[config.mk]
export PLATFORM = sky130hd
export DESIGN_NAME = cond_reg
export DESIGN_NICKNAME = d
export VERILOG_FILES = /design/src/rtl/cond_reg_pkg.sv /design/src/rtl/cr_arbiter.sv /design/src/rtl/cr_bit_alu.sv /design/src/rtl/cr_field_unit.sv /design/src/rtl/cr_bit_unit.sv /design/src/rtl/cond_reg.sv
export SDC_FILE = /design/constraint.sdc
export NUM_CORES = 1
export LEC_CHECK = 0
export ABC_AREA = 0
export ABC_CLOCK_PERIOD_IN_PS = 4000
export BUFFER_PORTS_ARGS = -buffer_cell sky130_fd_sc_hd__buf_2
export CAP_MARGIN = 20
export CORE_MARGIN = 4
export CORE_UTILIZATION = 52
export DETAILED_ROUTE_END_ITERATION = 12
export PLACE_DENSITY = 0.82
export SLEW_MARGIN = 20
export SYNTH_ARGS = -nofsm -noshare
export SYNTH_HDL_FRONTEND = slang
export SYNTH_SLANG_ARGS = --single-unit
[constraint.sdc]
create_clock -name clk -period 4 [get_ports clk]
set_input_delay 0.8 -clock clk [delete_from_list [all_inputs] [get_ports clk]]
set_output_delay 0.8 -clock clk [all_outputs]
set_load 0.03 [all_outputs]
[src/rtl/cond_reg_pkg.sv]
package cond_reg_pkg;

    parameter int NUM_FIELDS = 8;
    parameter int FIELD_W    = 4;

    localparam int CR_W    = NUM_FIELDS * FIELD_W;
    localparam int BIT_IW  = $clog2(CR_W);
    localparam int FLD_IW  = $clog2(NUM_FIELDS);

    typedef enum logic [2:0] {
        LOP_AND  = 3'd0,
        LOP_OR   = 3'd1,
        LOP_XOR  = 3'd2,
        LOP_NOR  = 3'd3,
        LOP_XNOR = 3'd4,
        LOP_ANDC = 3'd5,
        LOP_ORC  = 3'd6,
        LOP_NOP  = 3'd7
    } lop_e;

    typedef enum logic [2:0] {
        UPD_NONE,
        UPD_ALL,
        UPD_FIELD,
        UPD_COPY,
        UPD_BIT
    } upd_sel_e;

    typedef struct packed {
        logic [CR_W-1:0] word;
    } cr_state_t;

endpackage

[src/rtl/cr_arbiter.sv]
module cr_arbiter
    import cond_reg_pkg::*;
(
    input  logic     req_all,
    input  logic     req_field,
    input  logic     req_copy,
    input  logic     req_bit,
    output upd_sel_e sel
);

    // Fixed priority: full load, group write, group copy, bit logic.
    always_comb begin
        if (req_all) begin
            sel = UPD_ALL;
        end else if (req_field) begin
            sel = UPD_FIELD;
        end else if (req_copy) begin
            sel = UPD_COPY;
        end else if (req_bit) begin
            sel = UPD_BIT;
        end else begin
            sel = UPD_NONE;
        end
    end

endmodule

[src/rtl/cr_bit_alu.sv]
module cr_bit_alu
    import cond_reg_pkg::*;
(
    input  lop_e op,
    input  logic a,
    input  logic b,
    output logic y,
    output logic valid
);

    always_comb begin
        valid = 1'b1;
        unique case (op)
            LOP_AND:  y = a & b;
            LOP_OR:   y = a | b;
            LOP_XOR:  y = a ^ b;
            LOP_NOR:  y = ~(a | b);
            LOP_XNOR: y = ~(a ^ b);
            LOP_ANDC: y = a & ~b;
            LOP_ORC:  y = a | ~b;
            default: begin
                y     = 1'b0;
                valid = 1'b0;
            end
        endcase
    end

endmodule

[src/rtl/cr_field_unit.sv]
module cr_field_unit
    import cond_reg_pkg::*;
(
    input  logic [CR_W-1:0]    cur,
    input  logic [FLD_IW-1:0]  wr_sel,
    input  logic [FIELD_W-1:0] wr_flags,
    input  logic [FLD_IW-1:0]  cp_src,
    input  logic [FLD_IW-1:0]  cp_dst,
    output logic [CR_W-1:0]    wr_next,
    output logic [CR_W-1:0]    cp_next
);

    logic [FIELD_W-1:0] grp [NUM_FIELDS];
    logic [FIELD_W-1:0] src_grp;

    // Group g lives at the top end for g = 0 (big-endian numbering).
    for (genvar g = 0; g < NUM_FIELDS; g++) begin : g_grp
        localparam int HI = CR_W - 1 - g * FIELD_W;
        assign grp[g] = cur[HI -: FIELD_W];
        assign wr_next[HI -: FIELD_W] =
            (wr_sel == FLD_IW'(g)) ? wr_flags : cur[HI -: FIELD_W];
        assign cp_next[HI -: FIELD_W] =
            (cp_dst == FLD_IW'(g)) ? src_grp : cur[HI -: FIELD_W];
    end

    assign src_grp = grp[cp_src];

endmodule

[src/rtl/cr_bit_unit.sv]
module cr_bit_unit
    import cond_reg_pkg::*;
(
    input  logic [CR_W-1:0]   cur,
    input  lop_e              op,
    input  logic [BIT_IW-1:0] idx_a,
    input  logic [BIT_IW-1:0] idx_b,
    input  logic [BIT_IW-1:0] idx_d,
    output logic [CR_W-1:0]   next,
    output logic              valid
);

    localparam logic [BIT_IW-1:0] TOP = BIT_IW'(CR_W - 1);

    logic opnd_a;
    logic opnd_b;
    logic res;

    // Operands come from the current word, before any update.
    assign opnd_a = cur[TOP - idx_a];
    assign opnd_b = cur[TOP - idx_b];

    cr_bit_alu u_alu (
        .op    (op),
        .a     (opnd_a),
        .b     (opnd_b),
        .y     (res),
        .valid (valid)
    );

    for (genvar i = 0; i < CR_W; i++) begin : g_bit
        assign next[i] = (TOP - idx_d == BIT_IW'(i)) ? res : cur[i];
    end

endmodule

[src/rtl/cond_reg.sv]
module cond_reg
    import cond_reg_pkg::*;
(
    input  logic                 clk,
    input  logic                 rst,
    input  logic                 all_wr_en,
    input  logic [CR_W-1:0]      all_wr_data,
    input  logic                 fld_wr_en,
    input  logic [FLD_IW-1:0]    fld_wr_sel,
    input  logic [FIELD_W-1:0]   fld_wr_flags,
    input  logic                 cp_en,
    input  logic [FLD_IW-1:0]    cp_src,
    input  logic [FLD_IW-1:0]    cp_dst,
    input  logic                 op_en,
    input  logic [2:0]           op_code,
    input  logic [BIT_IW-1:0]    op_src_a,
    input  logic [BIT_IW-1:0]    op_src_b,
    input  logic [BIT_IW-1:0]    op_dst,
    output logic [CR_W-1:0]      cr_q
);

    cr_state_t st_d;
    cr_state_t st_q;

    logic [CR_W-1:0] fld_next;
    logic [CR_W-1:0] cp_next;
    logic [CR_W-1:0] bit_next;
    logic            bit_valid;
    upd_sel_e        sel;

    cr_field_unit u_field (
        .cur      (st_q.word),
        .wr_sel   (fld_wr_sel),
        .wr_flags (fld_wr_flags),
        .cp_src   (cp_src),
        .cp_dst   (cp_dst),
        .wr_next  (fld_next),
        .cp_next  (cp_next)
    );

    cr_bit_unit u_bit (
        .cur   (st_q.word),
        .op    (lop_e'(op_code)),
        .idx_a (op_src_a),
        .idx_b (op_src_b),
        .idx_d (op_dst),
        .next  (bit_next),
        .valid (bit_valid)
    );

    cr_arbiter u_arb (
        .req_all   (all_wr_en),
        .req_field (fld_wr_en),
        .req_copy  (cp_en),
        .req_bit   (op_en & bit_valid),
        .sel       (sel)
    );

    always_comb begin
        st_d = st_q;
        unique case (sel)
            UPD_ALL:   st_d.word = all_wr_data;
            UPD_FIELD: st_d.word = fld_next;
            UPD_COPY:  st_d.word = cp_next;
            UPD_BIT:   st_d.word = bit_next;
            default:   st_d = st_q;
        endcase
    end

    always_ff @(posedge clk) begin
        if (rst) begin
            st_q <= '0;
        end else begin
            st_q <= st_d;
        end
    end

    assign cr_q = st_q.word;

endmodule

## Word level (Yosys, flattened, before mapping)

Cells that the tools add are included.

| word-level totals | value |
|---|---|
| flip-flop bits (word level) | 32 |
| output and inout bits | 32 |
| bits of input ports | 69 |
| logic and storage cells | 251 |

| operators by class | value |
|---|---|
| add/sub/neg operators | 3 |
| multiplexer cells | 62 |
| equal/unequal tests | 103 |
| reduce and logical (&&, ||, !) cells | 38 |
| bitwise operators | 10 |
| $lt $le $gt $ge | 3 |

Operator list:

| kind | count |
|---|---|
| 32-bit case mux with 4 select lines | 1 |
| 4-bit AND reduction | 32 |
| 2-bit by 1-bit inequality test with 1-bit output, second input constant | 48 |
| 5-bit equality test, second input constant | 16 |
| 4-bit 2-to-1 mux | 18 |
| 5-bit by 4-bit equality test with 1-bit output, second input constant | 8 |
| 3-bit equality test, second input constant | 12 |
| 1-bit 2-to-1 mux | 35 |
| 3-bit by 2-bit equality test with 1-bit output, second input constant | 8 |
| 5-bit by 3-bit equality test with 1-bit output, second input constant | 4 |
| 5-bit subtractor, first input constant | 3 |
| 4-bit binary-select mux with 3-bit select | 1 |
| 3-bit by 1-bit equality test with 1-bit output, second input constant | 4 |
| 5-bit by 6-bit < comparator with 1-bit output, second input constant | 2 |
| 3-bit 2-to-1 mux | 4 |
| 1-bit binary-select mux with 5-bit select | 2 |
| 5-bit by 2-bit equality test with 1-bit output, second input constant | 2 |
| 3-bit logical NOT | 3 |
| 1-bit case mux with 7 select lines | 1 |
| 7-bit OR reduction | 1 |
| 5-bit by 1-bit equality test with 1-bit output, second input constant | 1 |
| 5-bit logical NOT | 1 |
| 4-bit >= comparator, second input constant | 1 |
| 3-bit NOT with 4-bit output | 1 |
| other kinds (5) | 10 |

## Depth between registers and ports, before layout

| depth | value |
|---|---|
| depth after elaboration | 11 |
| depth in mapped cells | 16 |
| mapped depth without buffers | 14 |

## Modules after synthesis

A second synthesis with hierarchy kept.

| unflattened totals | value |
|---|---|
| cell total of the unflattened synthesis | 649 |
| area, all modules | 4674.5 sq um |

By module, submodules not included:

| module | times used | cells each | seq. area each (sq um) | area each (sq um) |
|---|---|---|---|---|
| cond_reg | 1 | 325 | 640.6 | 2238.4 |
| cr_bit_unit | 1 | 164 | 0.0 | 1224.9 |
| cr_field_unit | 1 | 138 | 0.0 | 1052.3 |
| cr_bit_alu | 1 | 17 | 0.0 | 123.9 |
| cr_arbiter | 1 | 5 | 0.0 | 35.0 |

## Worst setup path after synthesis

OpenSTA, ideal clock, no wires.

| path | value |
|---|---|
| kind | input -> register |
| start point | input port op_src_b[1] |
| end point | register st_q, in the netlist cr_q[15] |
| setup time | 0.147 ns |
| setup slack | 0.756 ns |
| stages on the path | 13 |
| buffers on the path | 2 |
| arrival time | 3.097 ns |
| data required time | 3.853 ns |
| cell sequence | buf_6 buf_12 mux2i_1 a22oi_1 nand2_1 a21oi_1 nor3_1 ha_1 nor3b_1 a211o_1 and3_1 a221oi_2 a311oi_1 |

| between the ends | value |
|---|---|
| word-level cells in the longest chain between the ends | 8 |
| elaborated cells between the ends (all ways) | 14 |
| those cells by class | add/sub (1); mux (5); bitwise (8) |

Ends and longest elaborated chain:

| what | RTL line | RTL |
|---|---|---|
| from (decl) | cond_reg.sv:17 | `input logic [BIT_IW-1:0] op_src_b,` |
| 5-bit subtractor (*) | cr_bit_unit.sv:21 | `assign opnd_b = cur[TOP - idx_b];` |
| 1-bit binary-select mux with 5-bit select (*) | cr_bit_unit.sv:21 |  |
| 1-bit 2-to-1 mux (implied by the code) (*) | cr_bit_unit.sv:21 |  |
| 1-bit NOT (tied with other cells) | cr_bit_alu.sv:19, cr_bit_alu.sv:20 |  |
| 1-bit bitwise OR (tied with other cells) | cr_bit_alu.sv:20 | `LOP_ORC: y = a \| ~b;` |
| 1-bit case mux with 7 select lines (*) | cr_bit_alu.sv:13 | `unique case (op)` |
| 1-bit 2-to-1 mux (*) | cr_bit_unit.sv:32 | `assign next[i] = (TOP - idx_d == BIT_IW'(i)) ? res : cur[i];` |
| 32-bit case mux with 4 select lines (*) | cond_reg.sv:61 | `unique case (sel)` |
| to (signal assigned) | cond_reg.sv:74 | `st_q <= st_d;` |
| to (decl) | cond_reg.sv:23 | `cr_state_t st_q;` |

Every way passes the cells marked *; elsewhere a longest branch is shown, timed or not. The select of a mux whose other input is x is not followed.
A chain may end at the register's enable or synchronous reset.

## Worst setup path after layout

| path | value |
|---|---|
| start point | input port op_src_b[1] |
| end point | register st_q, in the netlist cr_q[31] |

The elaborated chain is that of the path after synthesis.

==> qor.json <==
{
  "outcome": "complete, no violations",
  "yosysSeqAreaShare_pct": 20.6,
  "clockPowerShare_pct": 22.6,
  "critical_path.reg2reg.startpoint": "cr_q[4]",
  "yosysUniqueCellTypes": 43,
  "cellLeakagePower_nw": 1.52,
  "ioPinCount": 101,
  "viasPerCell": 6.63,
  "grt_util_all_layers_pct": 29.1,
  "rows": 27,
  "synth_cells": 373,
  "ys.warnings.count": 0,
  "dp_cells": 522,
  "power.switching_fraction_pct": 41.0,
  "area_of_the_core_sq_mm": 0.00564,
  "period_minus_slack_ns": 3.53,
  "netlist_area_sq_mm": 0.00312,
  "clock_latency_ns": 0.29,
  "setup_viol": 0,
  "reg2reg_setup_slack_ns": 0.85,
  "global_route.overflow_total": 0,
  "min_from": "cr_q[6]",
  "floorplan.die_area_sq_mm": 0.00729,
  "cts_sinks": 32,
  "routabilityCongestion": 1.01,
  "worst-slew-pin-transition_ns": 0.906,
  "antenna_cells": 0,
  "tritoncts": "done",
  "grt_pass1_vias": 3446,
  "cts_max_level": 2,
  "first_pass_grt_wire_length_microns": 17100,
  "cts.repair.resized": 0,
  "report.final.hold_viol_count": 0,
  "fin_skew_ns": 0.0106,
  "drt.antenna.violating_nets": 0,
  "die_width_microns": 85.4,
  "timing.critical_path.to_type": "register",
  "postSynthRegisterBits": 32,
  "num-nets-final": 528,
  "placed_area_sq_mm": 0.00356,
  "numCtsBuffers": 5,
  "io_buffer_count": 100,
  "cts_hold_repair.buffers": 0,
  "rr_worst_depth": 10,
  "final_cell_count_no_fill": 530,
  "hold_path_depth": 2,
  "rsz0062_at_grt": "no",
  "maxClockFrequency_mhz": 283,
  "min-delay-path-class": "register to register",
  "seqPwrFrac_pct": 37.6,
  "remaining_drc_errors": 0,
  "worstPathMaxFanout": 16,
  "post_synth.cell_area_avg_sq_um": 8.35,
  "largest_register_ffs": 32,
  "layout-drive-gt1-share_pct": 30.8,
  "cp.arrival_ns": 3.66,
  "cap_viol_max_count": 0,
  "worstSetupPathType": "primary input to register",
  "slew_viol_final": 0,
  "chipHeight_microns": 85.4,
  "comb_power_share_pct": 39.8,
  "power.density_mw_per_mm2": 305,
  "pin_count_of_the_biggest_net_entering_global_routing": 35,
  "post_drt_wl_per_cell_microns": 20.1,
  "reg2reg_to": "cr_q[31]",
  "worst_setup_hold_path_clk_slew_ns": 0.08,
  "fin_crit_sh_pct": 88.2,
  "worstHoldEndpoint": "cr_q[6]",
  "postCtsSetupRepairBufs": 0,
  "post-dp-hpwl_microns": 8270,
  "area_growth_syn_to_layout_pct": 17.1,
  "max-slew-margin-rel_pct": 39.6,
  "synth-edff-count": 0,
  "totalPowerFinal_mw": 1.11,
  "drt_iter0_drc": 426,
  "critPathRequiredTime_ns": 4.13,
  "start_util_pct": 55.2,
  "synth_nets": 444,
  "ctsRootBufferMaster": "clkbuf_8",
  "detail_route.wirelength_microns": 10600,
  "grt_antenna_before_repair": 0,
  "via_count": 3514,
  "synth_top_flop_cell": "dfxtp_1",
  "asyncSetResetFlopFracSynth_pct": 0,
  "ir_worst_vdd_mv": 0.183,
  "drt_pre_antenna_iters": 6,
  "cell_internal_pwr_uw": 656,
  "start_kind": "primary input",
  "cts_buffer_depth": 2,
  "design_area_sq_mm": 0.00365,
  "tns_ns": 0,
  "switching_power_uw": 456
}
==> worst max-delay path by stage <==
stage                start       end  slack [ns]  depth (start not counted)
3_3_place_gp   op_src_b[1]  cr_q[27]        0.32                         12
4_1_cts        op_src_b[1]  cr_q[31]        0.55                         12
5_1_grt        op_src_b[1]  cr_q[11]        0.23                         12
2_1_floorplan  op_src_b[1]  cr_q[15]        0.76                         13
3_5_place_dp   op_src_b[1]  cr_q[27]        0.26                         12
6_report       op_src_b[1]  cr_q[31]        0.47                         12
==> Yosys cell counts (all sizes together), types with 2 or more instances <==
master	n	area share, %
a21oi	47	7.6
nand2	43	5.2
nor2	41	4.9
dfxtp	32	21
a311oi	30	8.8
a21boi	29	7.0
mux2i	21	6.7
mux4	16	12
buf	14	3.8
nand3	13	2.1
clkbuf	11	1.3
nor2b	8	1.6
o31ai	8	1.9
nor3b	7	2.0
nand3b	6	1.4
and3	5	1.0
nor3	5	0.80
a221oi	4	3.0
a22oi	4	0.96
and2	4	0.80
mux2	4	1.4
ha	2	0.80
inv	2	0.24
nand2b	2	0.40
o21bai	2	0.48
o31a	2	0.56
==> critical path: stages <==
cell,delay [ns]
buf_2,0.37
mux2i_1,0.14
a22oi_1,0.21
nand4b_1,0.12
a21oi_1,0.25
nor3_1,0.11
ha_1,0.31
nor3b_1,0.05
a211o_1,0.25
and3_1,0.28
a221oi_2,0.57
a311oi_1,0.19
==> layer usage <==
metal,track usage [%],share of wire (%),vias up
li1,-,-,1609
met1,37.8,38,1634
met2,46.7,47,231
met3,5.73,11,40
met4,13.1,3.4,0
met5,0,0,-
==> per-stage QoR <==
step / utilization [%] / worst slack [ns] / hold slack [ns]
after CTS: 64.7 / 0.547 / 0.568
after detailed placement: 63.1 / 0.257 / 0.556
final: 64.7 / 0.472 / 0.566
after global routing: 64.7 / 0.233 / 0.592
after global placement: 63.1 / 0.324 / 0.542
after floorplan: - / 0.756 / 0.642
==> power groups by stage <==
| stage | logic, mW | clock network, mW | registers (mW) |
|---|---|---|---|
| after floorplan | 0.247 | 0 | 0.460 |
| after global placement | 0.425 | 0 | 0.419 |
| after detailed placement | 0.437 | 0 | 0.420 |
| after CTS | 0.439 | 0.251 | 0.413 |
| after global routing | 0.480 | 0.268 | 0.419 |
| final | 0.443 | 0.251 | 0.418 |
==> kinds of logic (layout without fill, tap and decap cells) <==
family	Yosys count	after routing	share of synthesized area (%)
AND/OR/NAND/NOR	140	140	21.9
multiplexers	41	41	19.8
adder cells (fa/ha/maj)	2	2	0.803
buffers and inverters	27	112	5.38
AO/OA/AOI/OAI	131	131	31.6
flip-flops	32	32	20.6
==> area by class of cell <==
class	count	area, sq um
clock buffer	5	68.8
multi-input combinational	314	2310
tap	72	90.1
timing repair buffer	102	515
fill	477	1990
inverter	2	7.51
clock inverter	3	18.8
sequential	32	641
==> cells in the final DEF (no fill, tap or decap), types with 2 or more instances in the layout <==
master and count:
a21boi_0 29, a21oi_1 47, a221oi_4 3, a22oi_1 4
a311oi_1 28, a311oi_2 2, and2_1 4, and3_1 5
buf_2 100, buf_4 2, clkbuf_8 5, clkinv_2 2
dfxtp_1 32, ha_1 2, inv_1 2, mux2_2 4
mux2i_1 21, mux4_2 16, nand2_1 43, nand2b_1 2
nand3_1 13, nand3b_1 6, nor2_1 41, nor2b_1 8
nor3_1 5, nor3b_1 5, nor3b_2 2, o21bai_1 2
o31a_1 2, o31ai_1 8
Note: power is estimated with default switching activity, not from simulation.
